File: src/rtl/exc_entry_pkg.sv
package exc_entry_pkg;

   typedef enum logic [1:0] {
      LS_OTHER = 2'd0,
      LS_FLOAT = 2'd1,
      LS_MULTI = 2'd2,
      LS_RESV  = 2'd3
   } ls_kind_e;

   typedef enum logic [1:0] {
      TAKE_NONE   = 2'd0,
      TAKE_ALIGN  = 2'd1,
      TAKE_EXTIRQ = 2'd2
   } take_e;

   function automatic int be_to_ix(input int width, input int be_pos);
      return width - 1 - be_pos;
   endfunction

endpackage

File: src/rtl/exc_align_detect.sv
module exc_align_detect
   import exc_entry_pkg::*;
#(
   parameter int AW          = 32,
   parameter int ALIGN_BYTES = 4
) (
   input  logic          valid,
   input  logic [1:0]    kind,
   input  logic [AW-1:0] addr,
   output logic          fault
);
   localparam int LSB = $clog2(ALIGN_BYTES);

   generate
      if ((1 << LSB) != ALIGN_BYTES) begin : g_bad_align
         $error("ALIGN_BYTES must be a power of two");
      end
      if (LSB == 0) begin : g_no_check
         logic unused_in;
         assign unused_in = valid ^ (^kind) ^ (^addr);
         assign fault     = 1'b0;
      end else begin : g_check
         localparam logic [AW-1:0] LOW_MASK = AW'((1 << LSB) - 1);
         logic restricted;
         assign restricted = (ls_kind_e'(kind) != LS_OTHER);
         assign fault      = valid && restricted && ((addr & LOW_MASK) != '0);
      end
   endgenerate
endmodule

File: src/rtl/exc_prio.sv
module exc_prio
   import exc_entry_pkg::*;
(
   input  logic  align_fault,
   input  logic  irq_req,
   input  logic  irq_enable,
   output take_e take
);
   always_comb begin
      if (align_fault)                take = TAKE_ALIGN;
      else if (irq_req && irq_enable) take = TAKE_EXTIRQ;
      else                            take = TAKE_NONE;
   end
endmodule

File: src/rtl/exc_state_calc.sv
module exc_state_calc
   import exc_entry_pkg::*;
#(
   parameter int XLEN   = 32,
   parameter int ME_IX  = 12,
   parameter int IP_IX  = 6,
   parameter int LE_IX  = 0,
   parameter int ILE_IX = 16,
   parameter logic [XLEN-1:0] BASE_LO = '0,
   parameter logic [XLEN-1:0] BASE_HI = 32'hFFF0_0000,
   parameter logic [XLEN-1:0] VEC_EXT = 32'h0000_0500,
   parameter logic [XLEN-1:0] VEC_ALN = 32'h0000_0600
) (
   input  logic [XLEN-1:0] msr_cur,
   input  take_e           take,
   output logic [XLEN-1:0] msr_nxt,
   output logic [XLEN-1:0] srr1_nxt,
   output logic [XLEN-1:0] vec_nxt
);
   localparam int HALF = XLEN / 2;
   localparam logic [XLEN-1:0] LOW_MASK = {{(XLEN-HALF){1'b0}}, {HALF{1'b1}}};

   generate
      for (genvar i = 0; i < XLEN; i++) begin : g_msr_bit
         if (i == ME_IX || i == IP_IX) begin : g_keep
            assign msr_nxt[i] = msr_cur[i];
         end else if (i == LE_IX) begin : g_endian
            assign msr_nxt[i] = msr_cur[ILE_IX];
         end else begin : g_clear
            assign msr_nxt[i] = 1'b0;
         end
      end
   endgenerate

   assign srr1_nxt = msr_cur & LOW_MASK;

   logic [XLEN-1:0] base;
   assign base    = msr_cur[IP_IX] ? BASE_HI : BASE_LO;
   assign vec_nxt = base + ((take == TAKE_ALIGN) ? VEC_ALN : VEC_EXT);
endmodule

File: src/rtl/exc_entry_unit.sv
module exc_entry_unit
   import exc_entry_pkg::*;
#(
   parameter int XLEN        = 32,
   parameter int ALIGN_BYTES = 4,
   parameter int EE_BE       = 16,
   parameter int ILE_BE      = 15,
   parameter int ME_BE       = 19,
   parameter int IP_BE       = 25,
   parameter int LE_BE       = 31,
   parameter logic [XLEN-1:0] BASE_LO = '0,
   parameter logic [XLEN-1:0] BASE_HI = 32'hFFF0_0000,
   parameter logic [XLEN-1:0] VEC_EXT = 32'h0000_0500,
   parameter logic [XLEN-1:0] VEC_ALN = 32'h0000_0600
) (
   input  logic            clk,
   input  logic            rst_n,
   input  logic            irq_req,
   input  logic            ls_valid,
   input  logic [1:0]      ls_kind,
   input  logic [XLEN-1:0] ls_addr,
   input  logic [XLEN-1:0] next_pc,
   input  logic            msr_wr_en,
   input  logic [XLEN-1:0] msr_wr_data,
   output logic [XLEN-1:0] msr_o,
   output logic [XLEN-1:0] srr0_o,
   output logic [XLEN-1:0] srr1_o,
   output logic            redirect_o,
   output logic [XLEN-1:0] vector_o
);
   localparam int EE_IX  = be_to_ix(XLEN, EE_BE);
   localparam int ILE_IX = be_to_ix(XLEN, ILE_BE);
   localparam int ME_IX  = be_to_ix(XLEN, ME_BE);
   localparam int IP_IX  = be_to_ix(XLEN, IP_BE);
   localparam int LE_IX  = be_to_ix(XLEN, LE_BE);

   generate
      if (XLEN % 2 != 0 || XLEN < 8) begin : g_bad_xlen
         $error("XLEN must be even and at least 8");
      end
      if (EE_BE >= XLEN || ILE_BE >= XLEN || ME_BE >= XLEN ||
          IP_BE >= XLEN || LE_BE >= XLEN) begin : g_bad_pos
         $error("state bit position outside XLEN");
      end
   endgenerate

   logic            align_fault;
   take_e           take;
   logic [XLEN-1:0] msr_q, srr0_q, srr1_q, vec_q;
   logic [XLEN-1:0] msr_nxt, srr1_nxt, vec_nxt;
   logic            redirect_q;

   exc_align_detect #(.AW(XLEN), .ALIGN_BYTES(ALIGN_BYTES)) u_align (
      .valid (ls_valid),
      .kind  (ls_kind),
      .addr  (ls_addr),
      .fault (align_fault)
   );

   exc_prio u_prio (
      .align_fault (align_fault),
      .irq_req     (irq_req),
      .irq_enable  (msr_q[EE_IX]),
      .take        (take)
   );

   exc_state_calc #(
      .XLEN(XLEN), .ME_IX(ME_IX), .IP_IX(IP_IX), .LE_IX(LE_IX), .ILE_IX(ILE_IX),
      .BASE_LO(BASE_LO), .BASE_HI(BASE_HI), .VEC_EXT(VEC_EXT), .VEC_ALN(VEC_ALN)
   ) u_calc (
      .msr_cur  (msr_q),
      .take     (take),
      .msr_nxt  (msr_nxt),
      .srr1_nxt (srr1_nxt),
      .vec_nxt  (vec_nxt)
   );

   always_ff @(posedge clk) begin
      if (!rst_n) begin
         msr_q      <= '0;
         srr0_q     <= '0;
         srr1_q     <= '0;
         vec_q      <= '0;
         redirect_q <= 1'b0;
      end else if (take != TAKE_NONE) begin
         msr_q      <= msr_nxt;
         srr0_q     <= next_pc;
         srr1_q     <= srr1_nxt;
         vec_q      <= vec_nxt;
         redirect_q <= 1'b1;
      end else begin
         redirect_q <= 1'b0;
         if (msr_wr_en) msr_q <= msr_wr_data;
      end
   end

   assign msr_o      = msr_q;
   assign srr0_o     = srr0_q;
   assign srr1_o     = srr1_q;
   assign vector_o   = vec_q;
   assign redirect_o = redirect_q;
endmodule

File: config.mk
export PLATFORM = sky130hd
export DESIGN_NAME = exc_entry_unit
export DESIGN_NICKNAME = d
export VERILOG_FILES = /design/src/rtl/exc_entry_pkg.sv /design/src/rtl/exc_align_detect.sv /design/src/rtl/exc_prio.sv /design/src/rtl/exc_state_calc.sv /design/src/rtl/exc_entry_unit.sv
export SDC_FILE = /design/constraint.sdc
export NUM_CORES = 1
export LEC_CHECK = 0
export CORE_ASPECT_RATIO = 0.75
export CORE_MARGIN = 4
export CORE_UTILIZATION = 36
export DETAILED_ROUTE_END_ITERATION = 7
export HOLD_SLACK_MARGIN = 0.05
export PLACE_DENSITY = 0.8
export SKIP_LAST_GASP = 1
export SLEW_MARGIN = 30
export SYNTH_ARGS = -nofsm -noshare
export SYNTH_HDL_FRONTEND = slang
export SYNTH_SLANG_ARGS = --single-unit
File: constraint.sdc
create_clock -name clk -period 1.5 [get_ports clk]
set_clock_uncertainty 0.15 [all_clocks]
set_input_delay 0.15 -clock clk [delete_from_list [all_inputs] [get_ports clk]]
set_output_delay 0.15 -clock clk [all_outputs]
set_load 0.01 [all_outputs]
==> impl_metrics.prom <==
# TYPE chip_impl_metric gauge
chip_impl_metric{name="synth_xor_area_frac",unit=""} 0
chip_impl_metric{name="layout.nets",unit=""} 640
chip_impl_info{name="worst_path_dominant_cell_family",value="buffers and inverters"} 1
chip_impl_metric{name="layout.filler_cells",unit=""} 898
chip_impl_metric{name="finalSetupViolCount",unit=""} 0
chip_impl_metric{name="number_of_sinks_handled_by_clock_tree_synthesis",unit=""} 84
chip_impl_metric{name="hold_viol_final",unit=""} 0
chip_impl_metric{name="finish.cell_count_without_fillers",unit=""} 674
chip_impl_metric{name="worst-path-buf-inv",unit=""} 2
chip_impl_metric{name="layout_area_overhead",unit="%"} 52.6
chip_impl_info{name="main_combinational_cell_family_by_area_after_synthesis",value="multiplexers"} 1
chip_impl_metric{name="drt_wl_total",unit="µm"} 8900
chip_impl_metric{name="drv_cap",unit=""} 0
chip_impl_metric{name="die_y",unit="µm"} 94.4
chip_impl_info{name="run_status",value="complete, no violations"} 1
chip_impl_metric{name="dieArea",unit="µm²"} 11600
chip_impl_metric{name="grt_pass1_vias",unit=""} 2926
chip_impl_metric{name="via_count",unit=""} 2932
chip_impl_metric{name="clk_pin_slew",unit="ns"} 0.06
chip_impl_info{name="cp_startpoint_kind",value="flip-flop"} 1
chip_impl_metric{name="cts-buffers-inserted",unit=""} 9
chip_impl_info{name="cts-root-buf",value="clkbuf_16"} 1
chip_impl_metric{name="grt_max_degree",unit=""} 45
chip_impl_info{name="critical-path-slowest-cell",value="dfxtp_1"} 1
chip_impl_metric{name="placementRows",unit=""} 31
chip_impl_metric{name="synth-compound-area-share",unit=""} 0.0171
chip_impl_metric{name="port_buffers",unit=""} 168
chip_impl_metric{name="synthesis.yosys.warnings",unit=""} 0
chip_impl_metric{name="grt_antenna_before_repair",unit=""} 0
chip_impl_metric{name="setup_total_negative_slack",unit="ns"} 0
chip_impl_metric{name="timing_max_transition_violations_final",unit=""} 0
chip_impl_info{name="sequence_of_cells_on_the_critical_path",value="buf_12 -> dlygate4sd2_1"} 1
chip_impl_metric{name="final_layout_size_suffix_gt1_frac",unit=""} 0.0683
chip_impl_metric{name="postCtsSetupRepairBufs",unit=""} 0
chip_impl_metric{name="core_outline_area",unit="µm²"} 9700
chip_impl_metric{name="power_leakage",unit="nW"} 2.86
chip_impl_metric{name="detail_route.first_pass.iterations",unit=""} 4
chip_impl_metric{name="synth_area_per_cell",unit="µm²"} 9.43
chip_impl_metric{name="fmax",unit="GHz"} 0.728
chip_impl_info{name="worst_hold_path_type",value="primary input to flip-flop"} 1
chip_impl_metric{name="diodes",unit=""} 0
chip_impl_metric{name="flop_and_latch_count_out_of_synthesis",unit=""} 84
chip_impl_metric{name="worst_ep_required_time",unit="ns"} 1.20
chip_impl_metric{name="layout_worst_path_cycle_share",unit=""} 0.915
chip_impl_metric{name="grt_use_total",unit=""} 0.151
chip_impl_info{name="tritoncts_clock_tree",value="done"} 1
chip_impl_info{name="layout_common_cells",value="101 x nand2_1, 96 x dlygate4sd2_1, 84 x dfxtp_1"} 1
chip_impl_metric{name="synth_cells",unit=""} 380
chip_impl_metric{name="drcViolationCount",unit=""} 0
chip_impl_metric{name="global_route.overflow_total",unit=""} 0
chip_impl_metric{name="cts-htree-levels",unit=""} 3
chip_impl_metric{name="critPathArrivalTime",unit="ns"} 1.07
chip_impl_metric{name="initial_core_util",unit=""} 0.370
chip_impl_metric{name="antenna_violating_nets_post_route",unit=""} 0
chip_impl_metric{name="detailed_place.area",unit="µm²"} 5240
chip_impl_metric{name="synth_simple_gate_area_frac",unit=""} 0.149
chip_impl_metric{name="cpPeakStageDelay",unit="ns"} 0.35
chip_impl_metric{name="netlist_area",unit="µm²"} 3580
chip_impl_info{name="setup.worst_path.class",value="flip-flop to output pin"} 1
chip_impl_metric{name="finalInstanceArea",unit="µm²"} 5470
chip_impl_metric{name="power.density_cell_area",unit="nW/µm²"} 1060
chip_impl_metric{name="avgRoutedWirePerCell",unit="µm"} 13.2
chip_impl_metric{name="worstSkewPairLatency",unit="ns"} 0.33
chip_impl_metric{name="detailedPlacementHpwl",unit="µm"} 6830
chip_impl_metric{name="finalWeightedCongestion",unit=""} 0.716
chip_impl_metric{name="yosys.cell_types.count",unit=""} 22
chip_impl_info{name="layout.cells.most_common",value="nand2_1"} 1
chip_impl_metric{name="die_width",unit="µm"} 123
chip_impl_metric{name="power.ir.vdd_worst",unit="µV"} 693
chip_impl_metric{name="post_synth_fa_ha_maj_area_fraction",unit=""} 0
chip_impl_metric{name="numPlacedInstances",unit=""} 657
chip_impl_metric{name="pin_count",unit=""} 232
chip_impl_metric{name="global_route_wire_length_before_repair",unit="µm"} 13800
chip_impl_metric{name="post_synthesis_mux_area_share",unit=""} 0.221
chip_impl_info{name="timing.critical_path.to_type",value="output pin"} 1
chip_impl_info{name="setup_repair_after_global_routing_missed_its_margin",value="no"} 1
chip_impl_metric{name="clock_tree.buffer_depth",unit=""} 2
chip_impl_metric{name="synth_sequential_area_ratio",unit=""} 0.469
chip_impl_metric{name="avgViaCountPerCell",unit=""} 4.35
chip_impl_metric{name="iteration_0_drc_markers",unit=""} 89
chip_impl_metric{name="timing.final.crit_period",unit="ns"} 1.37
chip_impl_metric{name="crit_path_max_fanout",unit=""} 14
## cell usage after synthesis
master	n	share of area
a21boi_0	1	0.0021
a21oi_1	1	0.0014
and2_1	1	0.0017
and2_4	1	0.0024
buf_1	2	0.0021
buf_12	2	0.011
buf_2	6	0.0084
buf_4	49	0.10
buf_6	1	0.0031
buf_8	1	0.0042
clkbuf_1	11	0.012
conb_1	1	0.0010
dfxtp_1	84	0.47
mux2i_1	79	0.22
nand2_1	101	0.11
nand3_1	4	0.0056
nor2_1	30	0.031
nor2b_1	1	0.0017
o211a_1	1	0.0028
o21a_1	1	0.0021
o21ai_0	1	0.0014
o221ai_4	1	0.0073
## repair_timing
| item | CTS | global route |
|---|---|---|
| resized for setup | 96 | 0 |
| hold endpoints to repair | 1 | 0 |
| setup endpoints to repair | 96 | 0 |
| hold buffers | 1 | 0 |
## per-layer routing
| layer | vias up | wire [µm] | global-route usage |
|---|---|---|---|
| li1 | 1465 | - | - |
| met1 | 1345 | 3490 | 0.161 |
| met2 | 107 | 4480 | 0.266 |
| met3 | 15 | 783 | 0.0665 |
| met4 | 0 | 147 | 0.0544 |
| met5 | - | 0 | 0 |
## final timing paths
path                          start                endpoint  slack (ns)  depth (start not counted)
max          srr1_o[6]$_SDFFE_PN0P_            vector_o[23]        0.13                          2
min                           rst_n  msr_o[12]$_SDFFE_PN0P_        0.07                          3
max reg2reg  msr_o[15]$_SDFFE_PP0P_   msr_o[0]$_SDFFE_PN0P_        0.15                          4
min reg2reg  srr1_o[2]$_SDFFE_PN0P_  srr1_o[2]$_SDFFE_PN0P_        0.30                          2
## tightest hold or removal path, stage by stage
cell     delay [ns]
buf_2          0.20
nand2_1        0.10
mux2i_1        0.05
## power by group
part           leakage (nW)  switching [W]  internal [W]  total, W
sequential            0.687      0.0000652       0.00236   0.00242
clock                 0.169       0.000853       0.00159   0.00244
combinational          2.00       0.000416      0.000492  0.000909
total                  2.86        0.00133       0.00444   0.00577
## logic make-up after synthesis
kind of cell | count (synthesis)
AND/OR/NAND/NOR | 138
flip-flops | 84
multiplexers | 79
buffers and inverters | 72
AO/OA/AOI/OAI | 6
other | 1
## metrics by stage
step           setup WS [ns]  total power [W]  hold slack [ns]  utilization
2_1_floorplan          0.106          0.00300            0.139            -
3_3_place_gp          -0.155          0.00346            0.295        0.541
3_5_place_dp          -0.209          0.00348            0.301        0.541
4_1_cts                0.100          0.00586           0.0699        0.564
5_1_grt               0.0608          0.00604           0.0965        0.564
6_report               0.127          0.00577           0.0736        0.564
## registers in the layout (all words and copies together), names as in the netlist
name        count
vector_o        3
srr1_o         16
redirect_o      1
msr_o          32
srr0_o         32
## layout make-up
cell class | count | area (µm²) | share of cell area
Clock inverter | 4 | 70.1 | 0.0128
Clock buffer | 12 | 267 | 0.0487
Timing Repair Buffer | 186 | 1780 | 0.325
Tap cell | 132 | 165 | 0.0302
Sequential cell | 84 | 1680 | 0.307
Multi-Input combinational cell | 256 | 1510 | 0.276
No activity file was read; power rests on OpenSTA's default activity.
